## config.mk

```make
export PLATFORM = sky130hd
export DESIGN_NAME = i2c_stat_flags
export DESIGN_NICKNAME = d
export VERILOG_FILES = /design/src/rtl/i2cs_pkg.sv /design/src/rtl/i2cs_flag_cell.sv /design/src/rtl/i2cs_ext_detect.sv /design/src/rtl/i2cs_fall_det.sv /design/src/rtl/i2c_stat_flags.sv
export SDC_FILE = /design/constraint.sdc
export NUM_CORES = 1
export LEC_CHECK = 0
export BUFFER_PORTS_ARGS = -buffer_cell sky130_fd_sc_hd__buf_2
export CAP_MARGIN = 20
export CELL_PAD_IN_SITES_DETAIL_PLACEMENT = 1
export CELL_PAD_IN_SITES_GLOBAL_PLACEMENT = 1
export CORE_MARGIN = 4
export CORE_UTILIZATION = 24
export CTS_CLUSTER_SIZE = 16
export DETAILED_ROUTE_END_ITERATION = 16
export GPL_TIMING_DRIVEN = 0
export PLACE_DENSITY_LB_ADDON = 0.25
export SLEW_MARGIN = 0
export SYNTH_ARGS = -nofsm -noshare
export SYNTH_HDL_FRONTEND = slang
export SYNTH_SLANG_ARGS = --single-unit
```

## constraint.sdc

```tcl
create_clock -name clk -period 1.45 [get_ports clk]
set_input_delay 0 -clock clk [delete_from_list [all_inputs] [get_ports clk]]
set_output_delay 0 -clock clk [all_outputs]
set_load 0.01 [all_outputs]
```

## src/rtl/i2cs_pkg.sv

```systemverilog
package i2cs_pkg;
  localparam int STAT_W  = 8;
  localparam int B_MST   = 7;
  localparam int B_ARB   = 6;
  localparam int B_EXT   = 5;
  localparam int B_AMT   = 4;
  localparam int B_DIR   = 3;
  localparam int B_ACK   = 2;
  localparam int B_STA   = 1;
  localparam int B_STO   = 0;
  // flags whose set beats their soft clear
  localparam logic [STAT_W-1:0] SET_PRIO_MASK = 8'b0100_0000;
endpackage

```

## src/rtl/i2cs_flag_cell.sv

```systemverilog
module i2cs_flag_cell #(
  parameter bit SET_PRIO = 1'b0
) (
  input  logic clk,
  input  logic rst_n,
  input  logic kill,
  input  logic set,
  input  logic clr,
  output logic q
);
  always_ff @(posedge clk or negedge rst_n) begin
    if (!rst_n)                q <= 1'b0;
    else if (kill)             q <= 1'b0;
    else if (SET_PRIO && set)  q <= 1'b1;
    else if (clr)              q <= 1'b0;
    else if (set)              q <= 1'b1;
  end
endmodule

```

## src/rtl/i2cs_ext_detect.sv

```systemverilog
module i2cs_ext_detect #(
  parameter int ADDR_W  = 8,
  parameter int CNT_W   = 4,
  parameter int EXT_CLK = 8,
  parameter int NIB_W   = 4
) (
  input  logic              scl_rise,
  input  logic [CNT_W-1:0]  scl_cnt,
  input  logic              addr_phase,
  input  logic [ADDR_W-1:0] rx_addr,
  output logic              hit
);
  localparam logic [CNT_W-1:0] CNT_HIT = CNT_W'(EXT_CLK);
  logic [NIB_W-1:0] top;
  assign top = rx_addr[ADDR_W-1 -: NIB_W];
  assign hit = scl_rise && addr_phase && (scl_cnt == CNT_HIT) &&
               ((top == '0) || (top == '1));
endmodule

```

## src/rtl/i2cs_fall_det.sv

```systemverilog
module i2cs_fall_det (
  input  logic clk,
  input  logic rst_n,
  input  logic d,
  output logic fall
);
  logic d_q;
  always_ff @(posedge clk or negedge rst_n) begin
    if (!rst_n) d_q <= 1'b0;
    else        d_q <= d;
  end
  assign fall = d_q && !d;
endmodule

```

## src/rtl/i2c_stat_flags.sv

```systemverilog
module i2c_stat_flags #(
  parameter int ADDR_W  = 8,
  parameter int CNT_W   = 4,
  parameter int EXT_CLK = 8
) (
  input  logic              clk,
  input  logic              rst_n,
  input  logic              en,
  input  logic              start_det,
  input  logic              stop_det,
  input  logic              start_gen,
  input  logic              arb_lost,
  input  logic              scl_rise,
  input  logic [CNT_W-1:0]  scl_cnt,
  input  logic              addr_phase,
  input  logic [ADDR_W-1:0] rx_addr,
  input  logic              addr_match,
  input  logic              dir_load,
  input  logic              dir_tx,
  input  logic              ack_stb,
  input  logic              ack_in,
  input  logic              rel_req,
  input  logic              rd_stb,
  output logic [7:0]        status
);
  import i2cs_pkg::*;

  logic en_fall, ext_hit;
  logic [STAT_W-1:0] set_v, clr_v, q_v;

  i2cs_fall_det u_fall (.clk(clk), .rst_n(rst_n), .d(en), .fall(en_fall));

  i2cs_ext_detect #(.ADDR_W(ADDR_W), .CNT_W(CNT_W), .EXT_CLK(EXT_CLK)) u_ext (
    .scl_rise(scl_rise), .scl_cnt(scl_cnt), .addr_phase(addr_phase),
    .rx_addr(rx_addr), .hit(ext_hit));

  always_comb begin
    set_v        = '0;
    clr_v        = '0;
    set_v[B_MST] = start_gen;
    clr_v[B_MST] = stop_det | arb_lost | rel_req;
    set_v[B_ARB] = arb_lost;
    clr_v[B_ARB] = rd_stb;
    set_v[B_EXT] = ext_hit;
    clr_v[B_EXT] = start_det | stop_det | rel_req;
    set_v[B_AMT] = addr_match;
    clr_v[B_AMT] = start_det | stop_det | rel_req;
    set_v[B_DIR] = dir_load & dir_tx;
    clr_v[B_DIR] = (dir_load & ~dir_tx) | stop_det | rel_req;
    set_v[B_ACK] = ack_stb & ack_in;
    clr_v[B_ACK] = (ack_stb & ~ack_in) | start_det | stop_det;
    set_v[B_STA] = start_det;
    clr_v[B_STA] = stop_det;
    set_v[B_STO] = stop_det;
    clr_v[B_STO] = start_det;
  end

  for (genvar i = 0; i < STAT_W; i++) begin : g_flag
    i2cs_flag_cell #(.SET_PRIO(SET_PRIO_MASK[i])) u_cell (
      .clk(clk), .rst_n(rst_n), .kill(en_fall),
      .set(set_v[i]), .clr(clr_v[i]), .q(q_v[i]));
  end

  assign status = q_v;


  arb_drops_mst_chk: assert property (@(posedge clk) disable iff (!rst_n)
    arb_lost |=> !status[B_MST]);

  arb_sets_chk: assert property (@(posedge clk) disable iff (!rst_n)
    (arb_lost && !en_fall) |=> status[B_ARB]);

  rd_clears_arb_chk: assert property (@(posedge clk) disable iff (!rst_n)
    (rd_stb && !arb_lost) |=> !status[B_ARB]);

  en_fall_zero_chk: assert property (@(posedge clk) disable iff (!rst_n)
    $fell(en) |=> (status == 8'h00));

  sta_sto_excl_chk: assert property (@(posedge clk) disable iff (!rst_n)
    !(status[B_STA] && status[B_STO]));

  ext_cause_chk: assert property (@(posedge clk) disable iff (!rst_n)
    $rose(status[B_EXT]) |-> $past(ext_hit));
endmodule

```

==> impl_metrics.toml, run 1 <==
[drt]
drtIter0Drc = 0
dr.pass1.iters = 1
viasPerCell = 4.12
avgRoutedWirePerCell_um = 10.5
vias = 441
ant_nets = 0
wl_um = 1120
remaining_drc_errors = 0

[floorplan]
initial_core_util_pct = 25.3
fp.dieArea_mm2 = 0.00254
ios = 36
coreArea_mm2 = 0.00171
row_count = 15
die_x_um = 50.4
dieHeight_um = 50.4

[critical_path]
cp-start-kind = "flip-flop"
worstReg2RegEnd = "g_flag[7].u_cell.q$_DFFE_PN0P_"
rrSetupSlack_ns = 0.27
cp.required_ns = 1.62
worstPathMaxFanout = 4
crit_arrival_ns = 1.35
reg2reg_from = "u_fall.d_q$_DFF_PN0_"
crit_path_end_kind = "flip-flop"
r2r_cells = 3
crit_type = "flip-flop to flip-flop"

[clocking]
cts_made_buffers = 3
clock_latency_ns = 0.27
cts_tree = "built"
cts_sinks = 9
post-cts-setup-buffers = 0
cts_resized = 0
htreeDepth = 1
ctsHoldBuffers = 7
cts.path.max_buffers = 2
clockRootBuffer = "clkbuf_4"
clk_pin_slew_ns = 0.07

[run_status]
status = "completed"

[finish]
drive_gt1_share_pct = 56.1
mostFrequentLayoutCells = "buf_2, dfrtp_1, buf_4"
final_area_um2 = 716
syn_to_final_growth_pct = 65.8
n_antenna_cell = 0
num-nets-final = 111
layout_commonest_cell = "buf_2"
fin_util_pct = 41.9

[sta]
tightest_slew_ns = 0.371
fin_crit_ns = 1.18
slew_viol_final = 0
skew_ns = 0.00979
final.setup.tns_ns = 0
max_freq_mhz = 847
timing.final.ws_setup_ns = 0.270
finalCritPeriodShare_pct = 81.4
slew_headroom_pct = 75.0
finalSetupViolCount = 0
grt_setup_unrepaired = "no"
hold_viol = 0

[yosys]
synth_warnings = 0
syn_avg_cell_area_um2 = 10.8
synth_cell_types = 16
yosys.area.top_type_share_pct = 52.2
netlist_area_um2 = 432
synth_area_leaders = "dfrtp_1, buf_4, mux2i_1"
synth_seq_area_share_pct = 52.2
synthCells = 40
synth_top_area_cell = "dfrtp_1"
synth_nets = 68
synth_seq_cells = 9

[power]
leakagePower_nw = 0.388
power_uw = 570
irDropWorstVdd_v = 0.000363
power_per_cell_area_mw_per_mm2 = 796

[worst_hold_path]
hold_start = "dir_tx"
hold_path_depth = 3
worstHoldEndpoint = "g_flag[3].u_cell.q$_DFFE_PN0P_"
holdCritPathClass = "input pin to flip-flop"

[placement]
gp_congestion = 0.587
placed_area_um2 = 618
place_hpwl_um = 909
dp_slack_ns = 0.226
io_buffers = 31

[global_route]
antenna_found_initial = 0
track_usage_pct = 10.0
grt_pass1_vias = 447
grt_pass1_wl_um = 1810
grt-ovfl-total = 0
grt_max_degree = 10

[run]
maxCapViolCount = 0
## registers in the layout, indices dropped and copies added, names as in the netlist
| name | cells |
|---|---|
| g_flag.u_cell.q | 8 |
| u_fall.d_q | 1 |
## routing by layer
layer	track usage (%)	vias to the layer above	wire, µm
li1	-	214	-
met1	10.3	203	423
met2	16.1	19	563
met3	3.86	5	96
met4	8.07	0	36
met5	0	-	0
## layout make-up
cell class	count	area, µm²
sequential	9	225
multi-input combinational	22	143
inverter	1	3.75
timing repair buffer	38	225
clock inverter	1	5.00
buffer	8	60.1
tap	25	31.3
clock buffer	3	22.5
fill	220	992
## cell usage after synthesis
| master | n |
|---|---|
| or2_2 | 1 |
| nand4_1 | 1 |
| nor2_1 | 5 |
| nand2_1 | 1 |
| dfrtp_1 | 9 |
| nor3_1 | 3 |
| inv_1 | 1 |
| or4_4 | 1 |
| a211oi_2 | 1 |
| mux2i_1 | 2 |
| nor4_1 | 2 |
| or4b_1 | 1 |
| o21a_1 | 2 |
| a21oi_1 | 1 |
| buf_4 | 8 |
| nor2b_1 | 1 |
## report_power, final
group,switching [mW],leakage (nW),total (mW),internal [mW]
combinational,0.0400,0.252,0.102,0.0618
sequential,0.00503,0.119,0.266,0.261
clock,0.0995,0.0177,0.202,0.102
## critical path: stages, from the launching register on
cell	delay, ns
dfrtp_1	0.35
nor2b_1	0.15
or2_2	0.32
nor4_1	0.26
## cell families (layout without fill, tap and decap cells)
kind of cell,after synthesis,after routing,synth area share (%)
AO/OA/AOI/OAI,4,4,7.53
buffers and inverters,9,51,14.8
flip-flops,9,9,52.2
multiplexers,2,2,4.64
AND/OR/NAND/NOR,16,16,20.9
## stage by stage
step                      hold WS (ns)  instances
after floorplan                 -0.296         40
after global placement          -0.142         96
after detailed placement        -0.136         96
after CTS                      0.00976        107
after global routing            0.0187        107
final                           0.0194        107
## worst max path at each step
stage | from | to | slack [ns] | depth (start not counted)
finish | u_fall.d_q$_DFF_PN0_ | g_flag[7].u_cell.q$_DFFE_PN0P_ | 0.27 | 3
floorplan | u_fall.d_q$_DFF_PN0_ | g_flag[7].u_cell.q$_DFFE_PN0P_ | 0.38 | 3
global route | u_fall.d_q$_DFF_PN0_ | g_flag[7].u_cell.q$_DFFE_PN0P_ | 0.19 | 3
CTS | u_fall.d_q$_DFF_PN0_ | g_flag[7].u_cell.q$_DFFE_PN0P_ | 0.23 | 3
global placement | u_fall.d_q$_DFF_PN0_ | g_flag[7].u_cell.q$_DFFE_PN0P_ | 0.32 | 3
detailed placement | u_fall.d_q$_DFF_PN0_ | g_flag[7].u_cell.q$_DFFE_PN0P_ | 0.23 | 3
Power figures use the tool's default switching activity.
==> run 2: changes to the inputs <==
==> constraint.sdc (replaced) <==
create_clock -name clk -period 1.2 [get_ports clk]
set_input_delay 0 -clock clk [delete_from_list [all_inputs] [get_ports clk]]
set_output_delay 0 -clock clk [all_outputs]
set_load 0.01 [all_outputs]
==> run 2 against run 1 <==
Final area down 0.17%. Combinational power up 22%. Critical path depth unchanged. Register-to-register slack worse by 0.17 ns. Core utilization down 0.073 points. Die area unchanged. Sequential share of layout area up 0.055 points. Power up 21%. Worst hold slack better by 0.00083 ns. Via count unchanged. Routed wire length up 0.71%. Cell count down 0.93%. Critical path type unchanged.
==> impl_metrics.toml, run 2 (synthesized netlist as in run 1, its figures left out) <==
[run_status]
status = "completed"

[critical_path]
rrSetupSlack_ns = 0.1
critPathTopFamily = "simple AND/OR/NAND/NOR gates"
cp.required_ns = 1.38
critPathBufInv = 0
r2r_cells = 3
crit_path_end_kind = "flip-flop"
crit_path_top_delay_cell = "dfrtp_1"
crit_path_cell_trace = "nor2b_1 -> or2_4 -> nor4_2"
reg2reg_from = "u_fall.d_q$_DFF_PN0_"
cpPeakStageDelay_ns = 0.35
worstPathMaxFanout = 4
crit_arrival_ns = 1.28
cp-start-kind = "flip-flop"
cp.depth = 3
crit_type = "flip-flop to flip-flop"
cp-startpoint = "u_fall.d_q$_DFF_PN0_"

[power]
power_switching_uw = 177
seq_power_share_pct = 46.6
pwr-share-clk_pct = 35.4
combPwrFrac_pct = 18.0
leakagePower_nw = 0.385
power.internal_uw = 513
swShare_pct = 25.6
irDropWorstVdd_v = 0.000438
power_per_cell_area_mw_per_mm2 = 966

[clocking]
post-cts-setup-buffers = 0
htreeDepth = 1
cts_tree = "built"
cts.path.max_buffers = 2
clock_latency_ns = 0.27
clockRootBuffer = "clkbuf_4"
clk_pin_slew_ns = 0.07
cts_made_buffers = 3
cts_sinks = 9

[placement]
io_buffers = 31
place_inst = 96
dp_slack_ns = -0.0240
place_hpwl_um = 909
gp_congestion = 0.587

[drt]
ant_nets = 0
avgRoutedWirePerCell_um = 10.6
viasPerCell = 4.16
dr.pass1.iters = 2
wl_um = 1130
remaining_drc_errors = 0
vias = 441
drtIter0Drc = 1

[floorplan]
coreArea_mm2 = 0.00171
initial_core_util_pct = 25.3
die_x_um = 50.4
dieHeight_um = 50.4
fp.dieArea_mm2 = 0.00254
row_count = 15
ios = 36

[sta]
skew_ns = 0.0115
finalCritPeriodShare_pct = 91.7
fin_crit_ns = 1.10
max_freq_mhz = 909
tightest_slew_ns = 0.365
slew_viol_final = 0
grt_setup_unrepaired = "no"
whs_ns = 0.0203
finalSetupViolCount = 0
slew_headroom_pct = 75.4
timing.final.ws_setup_ns = 0.0994
hold_viol = 0

[worst_hold_path]
holdCritPathClass = "input pin to flip-flop"
hold_path_depth = 3
hold_start = "start_gen"

[global_route]
grt_pass1_wl_um = 1820
grt_max_degree = 10
track_usage_pct = 10.1
grt_pass1_vias = 453
antenna_found_initial = 0
grt-ovfl-total = 0

[finish]
fin_cells = 106
mostFrequentLayoutCells = "buf_2, dfrtp_1, buf_4"
num-nets-final = 110
largest_reg_flops = 8
layout_commonest_cell = "buf_2"
largest_register = "g_flag.u_cell.q"
n_antenna_cell = 0
drive_gt1_share_pct = 58.0
syn_to_final_growth_pct = 65.5
top_regs = "g_flag.u_cell.q: 8 flops, u_fall.d_q: 1 flops"

[run]
maxCapViolCount = 0
[run 2: timing repair]
item,4_1_cts,5_1_grt
setup endpoints to repair,1,1
gates resized for setup,1,1
hold buffers,6,0
pin swaps,0,1
endpoints found under the hold margin,17,0
[run 2: final cells by class]
type                    count  area [µm²]
well taps                  25        31.3
fillers                   219         993
multi-input cells          22         151
inverters                   1        3.75
flip-flops and latches      9         225
plain buffers               8        60.1
repair buffers             37         215
clock inverters             1        5.00
clock buffers               3        22.5
[run 2: worst reg2reg max path: stages, from the launching register on]
cell     delay [ns]
dfrtp_1        0.35
nor2b_1        0.16
or2_4          0.26
nor4_2         0.25
[run 2: power groups by stage]
stage,sequential (mW),clock [mW],combinational [mW]
global placement,0.327,0,0.106
global route,0.323,0.274,0.139
floorplan,0.326,0,0.0456
CTS,0.322,0.262,0.125
finish,0.322,0.244,0.124
detailed placement,0.328,0,0.108
[run 2: path summary, 6_finish.rpt]
kind | endpoint
setup reg to reg | g_flag[7].u_cell.q$_DFFE_PN0P_
max in group asynchronous | u_fall.d_q$_DFF_PN0_
hold reg to reg | g_flag[5].u_cell.q$_DFFE_PN0P_
hold / removal | g_flag[7].u_cell.q$_DFFE_PN0P_
min in group asynchronous | g_flag[7].u_cell.q$_DFFE_PN0P_
setup / recovery | g_flag[7].u_cell.q$_DFFE_PN0P_
[run 2: metrics by stage]
step	power [mW]	cell area [µm²]	TNS, ns	util (%)
2_1_floorplan	0.372	432	0	-
6_report	0.690	714	0	41.8
5_1_grt	0.736	714	0	41.8
3_3_place_gp	0.433	618	0	36.2
4_1_cts	0.709	712	0	41.7
3_5_place_dp	0.436	618	-0.0240	36.2
[run 2: routing by layer]
metal  global-route usage, %  share of wire [%]
met1                    10.4                 39
met2                    16.1                 52
met3                    3.86                7.4
met4                    8.07                2.0
met5                       0                  0
==> run 3: changes to the inputs <==
--- a/config.mk
+++ b/config.mk
@@ -7,12 +7,10 @@
 export LEC_CHECK = 0
 export BUFFER_PORTS_ARGS = -buffer_cell sky130_fd_sc_hd__buf_2
 export CAP_MARGIN = 20
-export CELL_PAD_IN_SITES_DETAIL_PLACEMENT = 1
-export CELL_PAD_IN_SITES_GLOBAL_PLACEMENT = 1
-export CORE_MARGIN = 4
-export CORE_UTILIZATION = 24
+export CORE_AREA = 4 4 41 43
 export CTS_CLUSTER_SIZE = 16
 export DETAILED_ROUTE_END_ITERATION = 16
+export DIE_AREA = 0 0 45 47
 export GPL_TIMING_DRIVEN = 0
 export PLACE_DENSITY_LB_ADDON = 0.25
 export SLEW_MARGIN = 0
==> run 3 against run 2 <==
Clock-buffer cell count up 1. Via count down 6.1%. Global-route usage up 0.65 points. Clock power down 11%. Fmax down 2.5%. Core utilization up 11 points. Combinational power down 3%. Routed wire length down 12%. Non-clock buffer count unchanged. Register-to-register slack worse by 0.03 ns. Largest power group unchanged.
==> impl_metrics.toml, run 3 (synthesized netlist as in run 1, its figures left out) <==
[global_route]
track_usage_pct = 10.7
grt_max_degree = 10
antenna_found_initial = 0
grt_pass1_wl_um = 1590
grt-ovfl-total = 0
grt_pass1_vias = 404

[critical_path]
cp.required_ns = 1.35
crit_type = "flip-flop to flip-flop"
cp-start-kind = "flip-flop"
worstPathMaxFanout = 4
crit_path_end_kind = "flip-flop"
crit_arrival_ns = 1.28

[sta]
final.setup.tns_ns = 0
finalCritPeriodShare_pct = 94.1
hold_viol = 0
slew_viol_final = 0
grt_setup_unrepaired = "no"
timing.final.ws_setup_ns = 0.0710
tightest_slew_ns = 0.360
finalSetupViolCount = 0
slew_headroom_pct = 75.8
max_freq_mhz = 886
skew_ns = 0.00138
fin_crit_ns = 1.13

[finish]
largest_reg_flops = 8
fillers = 124
layout_commonest_cell = "buf_2"
syn_to_final_growth_pct = 60.3
regArea_um2 = 225
n_antenna_cell = 0
num-nets-final = 110
multiInputGateArea_um2 = 143
drive_gt1_share_pct = 55.6
mostFrequentLayoutCells = "buf_2, dfrtp_1, buf_4"
largest_register = "g_flag.u_cell.q"
top_regs = "g_flag.u_cell.q: 8 flops, u_fall.d_q: 1 flops"

[power]
power_uw = 659
irDropWorstVdd_v = 0.000722
power_per_cell_area_mw_per_mm2 = 952
leakagePower_nw = 0.381

[placement]
place_hpwl_um = 799
io_buffers = 31
gp_congestion = 0.704
dp_slack_ns = 0.0767

[clocking]
clk_pin_slew_ns = 0.06
clockRootBuffer = "clkbuf_4"
cts_sinks = 9
cts_tree = "built"
clock_latency_ns = 0.25
htreeDepth = 1
cts.path.max_buffers = 2
cts_made_buffers = 3

[drt]
wl_um = 993
remaining_drc_errors = 0
avgRoutedWirePerCell_um = 10.3
vias = 414
drtIter0Drc = 1
viasPerCell = 4.31
dr.pass1.iters = 2
ant_nets = 0

[floorplan]
dieHeight_um = 47
row_count = 13
die_x_um = 45
coreArea_mm2 = 0.00130
ios = 36
initial_core_util_pct = 33.2
fp.dieArea_mm2 = 0.00212

[run]
maxCapViolCount = 0

[worst_hold_path]
holdCritPathClass = "input pin to flip-flop"

[run_status]
status = "completed"
## run 3: changes by cell type in the layout (fill, tap and decap cells not counted)
cell	previous run	this run
or2_4	1	0
nor4_1	1	2
clkinv_2	1	0
or2_2	0	1
nor4_2	1	0
clkbuf_1	0	1
## run 3: metrics by stage
stage | util, % | instance area (µm²) | hold slack, ns | std cells
5_1_grt | 53.2 | 692 | 0.0248 | 96
3_5_place_dp | 46.5 | 606 | -0.142 | 86
6_report | 53.2 | 692 | 0.0146 | 96
3_3_place_gp | 46.5 | 606 | -0.138 | 86
4_1_cts | 53.2 | 692 | 0.000955 | 96
2_1_floorplan | - | 432 | -0.296 | 40
## run 3: worst max-delay path, cell delays in order, from the launching register on
cell and delay (ns):
dfrtp_1 0.35, nor2b_1 0.15, or2_2 0.32, nor4_1 0.22
## run 3: final cells by class
type / count / share of cell area, %
repair buffers: 37 / 31.1
inverters: 1 / 0.542
well taps: 15 / 2.71
plain buffers: 8 / 8.68
clock buffers: 4 / 3.80
flip-flops and latches: 9 / 32.5
multi-input cells: 22 / 20.6
## run 3: per-layer routing
metal  share of wire (%)  global-route usage [%]  up-vias
li1                    -                       -      215
met1                  40                    11.3      185
met2                  51                    19.2       14
met3                 8.6                    5.75        0
met4                   0                    1.75        0
met5                   0                       0        -
## run 3: worst paths after layout
| check | cells past startpoint | to | startpoint | slack (ns) |
|---|---|---|---|---|
| setup / recovery | 3 | g_flag[7].u_cell.q$_DFFE_PN0P_ | u_fall.d_q$_DFF_PN0_ | 0.07 |
| hold / removal | 3 | g_flag[7].u_cell.q$_DFFE_PN0P_ | start_gen | 0.01 |
| setup reg to reg | 3 | g_flag[7].u_cell.q$_DFFE_PN0P_ | u_fall.d_q$_DFF_PN0_ | 0.07 |
| hold reg to reg | 2 | g_flag[1].u_cell.q$_DFFE_PN0P_ | g_flag[1].u_cell.q$_DFFE_PN0P_ | 0.50 |
| max in group asynchronous | 2 | u_fall.d_q$_DFF_PN0_ | rst_n | 0.89 |
| min in group asynchronous | 2 | g_flag[3].u_cell.q$_DFFE_PN0P_ | rst_n | 0.13 |
## run 3: what timing repair did
| action | in CTS | in global routing |
|---|---|---|
| hold endpoints to repair | 16 | 0 |
| setup buffers | 0 | 0 |
| resized for setup | 0 | 0 |
| hold buffers | 6 | 0 |
## run 3: power by group
part           leakage, nW  switching, mW  internal (mW)  total [mW]
clock               0.0150         0.0894          0.127       0.217
combinational        0.248         0.0477         0.0726       0.120
sequential           0.119        0.00571          0.316       0.322
